$ cat config.mk
export PLATFORM = sky130hd
export DESIGN_NAME = mbx_tx_tracker
export DESIGN_NICKNAME = d
export VERILOG_FILES = /design/src/rtl/mbx_pkg.sv /design/src/rtl/mbx_tx_slot.sv /design/src/rtl/mbx_status_cell.sv /design/src/rtl/mbx_tx_tracker.sv
export SDC_FILE = /design/constraint.sdc
export NUM_CORES = 1
export LEC_CHECK = 0
export CAP_MARGIN = 10
export CORE_MARGIN = 2
export CORE_UTILIZATION = 49
export CTS_CLUSTER_SIZE = 16
export DETAILED_ROUTE_END_ITERATION = 10
export PLACE_DENSITY = 0.92
export SLEW_MARGIN = 20
export SYNTH_ARGS = -nofsm -noshare
export SYNTH_HDL_FRONTEND = slang
export SYNTH_SLANG_ARGS = --single-unit
$ cat constraint.sdc
create_clock -name clk_i -period 5.2 [get_ports clk_i]
set_clock_uncertainty 0.1 [all_clocks]
set_input_delay 0.78 -clock clk_i [delete_from_list [all_inputs] [get_ports clk_i]]
set_output_delay 0.78 -clock clk_i [all_outputs]
set_load 0.005 [all_outputs]
$ cat src/rtl/mbx_pkg.sv
package mbx_pkg;
  localparam int unsigned MBX_NUM_DEF = 32;

  typedef enum logic {
    TX_IDLE = 1'b0,
    TX_BUSY = 1'b1
  } tx_state_e;
endpackage

$ cat src/rtl/mbx_tx_slot.sv
module mbx_tx_slot #(
  parameter int unsigned N_MBX = mbx_pkg::MBX_NUM_DEF,
  localparam int unsigned IDX_W = $clog2(N_MBX)
) (
  input  logic             clk_i,
  input  logic             rst_ni,
  input  logic             start_i,
  input  logic [IDX_W-1:0] start_idx_i,
  input  logic             ok_i,
  input  logic             fail_i,
  output logic             busy_o,
  output logic [IDX_W-1:0] idx_o,
  output logic [N_MBX-1:0] busy_oh_o,
  output logic [N_MBX-1:0] ok_oh_o,
  output logic [N_MBX-1:0] fail_oh_o
);
  import mbx_pkg::*;

  localparam logic [N_MBX-1:0] ONE = {{(N_MBX-1){1'b0}}, 1'b1};

  tx_state_e        state_q, state_d;
  logic [IDX_W-1:0] idx_q;
  logic [N_MBX-1:0] cur_oh, start_oh;
  logic             busy, done;

  assign busy     = (state_q == TX_BUSY);
  assign done     = busy & (ok_i | fail_i);
  assign cur_oh   = busy ? (ONE << idx_q) : '0;
  assign start_oh = start_i ? (ONE << start_idx_i) : '0;

  always_comb begin
    state_d = state_q;
    if (start_i)   state_d = TX_BUSY;
    else if (done) state_d = TX_IDLE;
  end

  always_ff @(posedge clk_i or negedge rst_ni) begin
    if (!rst_ni) begin
      state_q <= TX_IDLE;
      idx_q   <= '0;
    end else begin
      state_q <= state_d;
      if (start_i) idx_q <= start_idx_i;
    end
  end

  // a mailbox starting this cycle is already shielded from cancellation
  assign busy_oh_o = cur_oh | start_oh;
  assign ok_oh_o   = (busy & ok_i)   ? cur_oh : '0;
  assign fail_oh_o = (busy & fail_i) ? cur_oh : '0;
  assign busy_o    = busy;
  assign idx_o     = idx_q;
endmodule

$ cat src/rtl/mbx_status_cell.sv
module mbx_status_cell (
  input  logic clk_i,
  input  logic rst_ni,
  input  logic pend_set_i,
  input  logic cancel_set_i,
  input  logic abak_clr_i,
  input  logic txak_clr_i,
  input  logic arb_i,
  input  logic busy_i,
  input  logic ok_i,
  input  logic fail_i,
  output logic pend_o,
  output logic cancel_o,
  output logic abak_o,
  output logic txak_o
);
  logic pend_q, cancel_q, abak_q, txak_q;
  logic svc, sweep, done;

  assign sweep = arb_i & ~busy_i;
  assign svc   = sweep & pend_q & cancel_q;
  assign done  = ok_i | fail_i;

  always_ff @(posedge clk_i or negedge rst_ni) begin
    if (!rst_ni) begin
      pend_q   <= 1'b0;
      cancel_q <= 1'b0;
      abak_q   <= 1'b0;
      txak_q   <= 1'b0;
    end else begin
      // host sets and hardware sets win over the matching clears
      pend_q   <= pend_set_i   | (pend_q   & ~svc   & ~done);
      cancel_q <= cancel_set_i | (cancel_q & ~sweep & ~done);
      abak_q   <= svc | fail_i | (abak_q & ~abak_clr_i);
      txak_q   <= ok_i         | (txak_q   & ~txak_clr_i);
    end
  end

  assign pend_o   = pend_q;
  assign cancel_o = cancel_q;
  assign abak_o   = abak_q;
  assign txak_o   = txak_q;
endmodule

$ cat src/rtl/mbx_tx_tracker.sv
module mbx_tx_tracker #(
  parameter int unsigned N_MBX = mbx_pkg::MBX_NUM_DEF,
  localparam int unsigned IDX_W = $clog2(N_MBX)
) (
  input  logic             clk_i,
  input  logic             rst_ni,
  input  logic [N_MBX-1:0] pend_set_i,
  input  logic [N_MBX-1:0] cancel_set_i,
  input  logic [N_MBX-1:0] abort_ack_clr_i,
  input  logic [N_MBX-1:0] tx_ack_clr_i,
  input  logic             arb_evt_i,
  input  logic             tx_start_i,
  input  logic [IDX_W-1:0] tx_start_idx_i,
  input  logic             tx_ok_i,
  input  logic             tx_fail_i,
  output logic [N_MBX-1:0] pend_o,
  output logic [N_MBX-1:0] cancel_o,
  output logic [N_MBX-1:0] abort_ack_o,
  output logic [N_MBX-1:0] tx_ack_o,
  output logic             tx_busy_o,
  output logic [IDX_W-1:0] tx_idx_o
);
  // mailbox 0 carries no cancel flag
  localparam logic [N_MBX-1:0] CANCEL_MASK = {{(N_MBX-1){1'b1}}, 1'b0};

  logic [N_MBX-1:0] busy_oh, ok_oh, fail_oh, cancel_set_m;

  assign cancel_set_m = cancel_set_i & CANCEL_MASK;

  mbx_tx_slot #(.N_MBX(N_MBX)) u_slot (
    .clk_i       (clk_i),
    .rst_ni      (rst_ni),
    .start_i     (tx_start_i),
    .start_idx_i (tx_start_idx_i),
    .ok_i        (tx_ok_i),
    .fail_i      (tx_fail_i),
    .busy_o      (tx_busy_o),
    .idx_o       (tx_idx_o),
    .busy_oh_o   (busy_oh),
    .ok_oh_o     (ok_oh),
    .fail_oh_o   (fail_oh)
  );

  for (genvar k = 0; k < N_MBX; k++) begin : g_mbx
    mbx_status_cell u_cell (
      .clk_i        (clk_i),
      .rst_ni       (rst_ni),
      .pend_set_i   (pend_set_i[k]),
      .cancel_set_i (cancel_set_m[k]),
      .abak_clr_i   (abort_ack_clr_i[k]),
      .txak_clr_i   (tx_ack_clr_i[k]),
      .arb_i        (arb_evt_i),
      .busy_i       (busy_oh[k]),
      .ok_i         (ok_oh[k]),
      .fail_i       (fail_oh[k]),
      .pend_o       (pend_o[k]),
      .cancel_o     (cancel_o[k]),
      .abak_o       (abort_ack_o[k]),
      .txak_o       (tx_ack_o[k])
    );
  end
endmodule

# Word level (Yosys, flattened, before mapping)
# Cells that the tools add are included.
word_totals:
  out_inout_bits: 134
  word_cells: 815
  ff_bits: 134
  in_bits: 139
op_classes:
  bitwise_logic: 676
  mux: 6
  n_shift: 2
  n_reduce_logical: 1
op_table:
  columns: ["operator", "n"]
  rows:
  - ["AND 1 bit", 291]
  - ["inverter 1 bit", 192]
  - ["OR 1 bit", 192]
  - ["two-way mux 32 bit", 4]
  - ["left shift 1 x 5 -> 32 bit, first input constant", 2]
  - ["OR 32 bit", 1]
  - ["two-way mux 1 bit", 2]
  - ["nonzero test 2 bit", 1]

# Logic depth before layout (Yosys ltp)
logic_depth:
  word_depth: 11
  ltp_mapped: 6
  depth_no_buf: 3

# Cells and area by module
# From an unflattened synthesis, not the netlist that was laid out.
hier_totals:
  cells_unflattened: 588
  area_unflattened_um2: 6329.8
by_module_without_submodules:
  columns: ["module", "seq_area_each_um2", "n_inst", "cells_per_inst", "area_per_inst_um2"]
  rows:
  - ["mbx_status_cell", 100.1, 32, 13, 161.4]
  - ["mbx_tx_slot", 150.1, 1, 171, 1161.1]
  - ["mbx_tx_tracker", 0.0, 1, 1, 3.8]

# Least setup slack after synthesis
# Ideal clock, no wire load.
synth_path:
  kind: "input to register"
  from: "input port arb_evt_i"
  to: "register g_mbx[10].u_cell.cancel_q"
  arrival_time_ns: 1.791
  setup_time_ns: 0.120
  t_required_ns: 4.980
  setup_slack_ns: 3.189
  cell_stages: 5
  path_buffers: 3
  cell_sequence: "buf_2 buf_2 clkbuf_1 o221ai_1 a31o_2"
synth_via:
  elab_chain_cells: 5
synth_rtl:
  columns: ["element", "line", "source"]
  rows:
  - ["start, declared", "mbx_tx_tracker.sv:11", "input logic arb_evt_i,"]
  - ["AND 1 bit", "mbx_status_cell.sv:20", "assign sweep = arb_i & ~busy_i;"]
  - ["inverter 1 bit", "mbx_status_cell.sv:33", "cancel_q <= cancel_set_i | (cancel_q & ~sweep & ~done);"]
  - ["AND 1 bit (2 in a row)", "mbx_status_cell.sv:33", null]
  - ["OR 1 bit", "mbx_status_cell.sv:33", null]
  - ["end signal, assigned", "mbx_status_cell.sv:33", null]
  - ["end, declared", "mbx_status_cell.sv:17", "logic pend_q, cancel_q, abak_q, txak_q;"]
# No other way between the ends.
# A chain may end at the register's enable or synchronous reset.

# Worst setup path after layout
layout_path:
  from: "input port tx_fail_i"
  to: "register g_mbx[8].u_cell.pend_q"
layout_via:
  elab_chain_cells: 6
layout_rtl:
  columns: ["element", "line", "source"]
  rows:
  - ["start, declared", "mbx_tx_tracker.sv:15", "input logic tx_fail_i,"]
  - ["AND 1 bit", "mbx_tx_slot.sv:50", "assign fail_oh_o = (busy & fail_i) ? cur_oh : '0;"]
  - ["two-way mux 32 bit", "mbx_tx_slot.sv:50", null]
  - ["OR 1 bit", "mbx_status_cell.sv:22", "assign done = ok_i | fail_i;"]
  - ["inverter 1 bit", "mbx_status_cell.sv:32", "pend_q <= pend_set_i | (pend_q & ~svc & ~done);"]
  - ["AND 1 bit", "mbx_status_cell.sv:32", null]
  - ["OR 1 bit", "mbx_status_cell.sv:32", null]
  - ["end signal, assigned", "mbx_status_cell.sv:32", null]
  - ["end, declared", "mbx_status_cell.sv:17", null]
# No other way between the ends.

==> flow_summary.yaml <==
logic_synthesis:
  ys_seq_area_frac: 0.4372
  ys_ff_latch: 134
  netlist_area_um2: 7670
  syn_nets: 902
  ys_types: 47
  yosysTopAreaCell: "dfrtp_1"
  synth_top_cells_by_area: "dfrtp_1 (44%), buf_4 (13%), o221ai_1 (3.7%)"
  ys_warn_count: 0
  synth_cells: 763
  yosysTopAreaCellShare: 0.4372
  syn_avg_cell_area_um2: 10.05
timing:
  slew_headroom: 0.2356
  setup_tns_ns: 0
  slew_viol_final: 0
  hold_viol: 0
  rsz0062_at_grt: "false"
  worst_pin_slew_ns: 1.140
  period_share: 0.5256
  min_period_ns: 2.733
  setup_viol: 0
  fmax_mhz: 365.9
  setup_ws_ns: 2.467
final_layout:
  synthToLayoutAreaGrowth_pct: 31.99
  diodes: 0
  postLayoutCoreUtil: 0.6635
  final_cell_mix: "clkdlybuf4s50_1 (269), dfrtp_1 (134), inv_1 (56), nand2_1 (46)"
  layout_commonest_cell: "clkdlybuf4s50_1"
  multi_input_area_um2: 2863
  ff_latch_area_um2: 3353
  final.fill_count: 1141
  stdcell_count: 1094
  nets: 1009
  drive_above_1_share: 0.1099
clocking:
  cts_root_buffer: "clkbuf_16"
  cts.repair.resized: 0
  cts.sinks: 134
  clockBufferDepth: 2
  htreeDepth: 4
  cts_tree: "yes"
  post_cts_buffers: 0
  cts_hold_buf: 0
  insertion_delay_ns: 0.42
  clkTransAtPathRegs_ns: 0.06
  cts_buffers: 17
route:
  via_per_inst: 6.201
  postRouteAntennaNets: 0
  dr_total_vias: 6784
  dr.first_iter.drc_count: 674
  finalWirelength_um: 25810
  drt-wirelength-per-cell_um: 23.59
  drcViolationCount: 0
  drt_first_pass_iters: 5
placed_design:
  port_buffers: 271
  dp_worst_setup_slack_ns: 2.040
  dp_hpwl_um: 17910
  placedCellCount: 1062
  gp_congestion: 0.8544
global_route:
  grtUsageMet2: 0.5065
  grt_max_degree: 102
  grt_antenna_before_repair: 0
  grtUsageMet1: 0.3720
  grt_pass1_wl_um: 38430
  grtUsageMet3: 0.08051
  grt_overflow: 0
  gr-max-usage-layer: "met2"
  grt_pass1_vias: 6842
  grtUsageTotal: 0.3063
outcome:
  outcome: "finished clean"
floorplan:
  die_w_um: 129.1
  die-area_um2: 16670
  die_h_um: 129.1
  initial_utilization: 0.5027
  design.core.area_um2: 15260
  num_rows: 45
  pin_count: 273
critical_path:
  worstSetupPathType: "input pin to register"
  crit_family: "buffers and inverters"
  slowest_stage: "clkdlybuf4s50_1"
  worstPathArrival_ns: 2.97
  path_buf_inv: 2
  cp-end-kind: "register"
  max_stage_delay_ns: 0.82
  cp_max_fo: 15
  crit_chain: "clkdlybuf4s50_1 > nor2_2 > buf_4 > o31ai_1 > o21bai_1"
  start_kind: "input pin"
  cp-startpoint: "tx_fail_i"
  reg2reg_from: "u_slot.idx_o[2]"
  required_ns: 5.44
pwr:
  ir_drop_v: 0.0002315
  p_per_area_nw_per_um2: 319.2
  p_leak_nw: 4.015
run:
  drv_cap: 0
min_path:
  hp-class: "input pin to asynchronous set/reset pin"
==> where the power goes <==
group,leakage [nW],switching [W],internal (W)
clock network,0.327,0.000469,0.000925
registers,1.58,0.0000802,0.00113
logic,2.11,0.000278,0.000350
total,4.01,0.000828,0.00240
==> sequential cells by signal (all words and copies together), names as in the netlist <==
register / count
u_slot.busy_o: 1
g_mbx.u_cell.pend_o: 32
g_mbx.u_cell.txak_o: 32
g_mbx.u_cell.abak_o: 32
u_slot.idx_o: 5
g_mbx.u_cell.cancel_o: 32
==> metal layers <==
layer	part of all wire	up-vias
met4	0.044	0
li1	-	2914
met2	0.48	485
met1	0.37	3292
met3	0.10	93
met5	0	-
==> Yosys cell counts, drive strengths merged <==
cell / instances
a21bo: 8
a21o: 1
a221o: 24
a221oi: 32
a31o: 31
a32oi: 8
and2: 3
and4: 2
and4b: 6
and4bb: 5
buf: 171
clkbuf: 18
dfrtp: 134
inv: 56
mux2: 5
nand2: 46
nand2b: 4
nand3: 24
nand3b: 1
nand4: 2
nand4b: 6
nand4bb: 6
nor2: 19
nor2b: 12
nor4b: 2
nor4bb: 1
o211a: 1
o211ai: 1
o21ai: 8
o21bai: 32
o221ai: 32
o22ai: 32
o311a: 1
o31ai: 24
or2: 3
or4b: 2
==> cell families after synthesis <==
kind of cell	after synthesis	synth area share
AOI/OAI and AO/OA	235	0.2532
buffers and inverters	245	0.1910
DFF	134	0.4372
muxes	5	0.007340
and+or+nand+nor	144	0.1113
==> layout make-up <==
cell class	count	share of cell area
clock inverters	12	0.02200
flip-flops and latches	134	0.3312
repair buffers	277	0.2720
well taps	211	0.02608
clock buffers	20	0.04511
inverters	56	0.02076
multi-input cells	384	0.2828
==> through the flow <==
stage          power [W]  hold WS, ns  instance area, um^2
6_report        0.003231       0.3567                10120
5_1_grt         0.003336       0.4311                10120
4_1_cts         0.003232       0.4053                10120
3_5_place_dp    0.001847       0.3914                 9444
3_3_place_gp    0.001828       0.3863                 9444
2_1_floorplan   0.001567       0.3714                 7670
==> final timing paths <==
kind	endpoint	slack, ns	depth (start not counted)
hold / removal	g_mbx[20].u_cell.txak_o	0.36	1
min in group clk_i	g_mbx[9].u_cell.abak_o	0.40	1
setup / recovery	g_mbx[8].u_cell.pend_o	2.47	5
max in group asynchronous	g_mbx[15].u_cell.abak_o	3.62	2
setup reg to reg	g_mbx[4].u_cell.cancel_o	2.53	3
hold reg to reg	g_mbx[9].u_cell.abak_o	0.40	1
(Power assumes the default switching activity.)
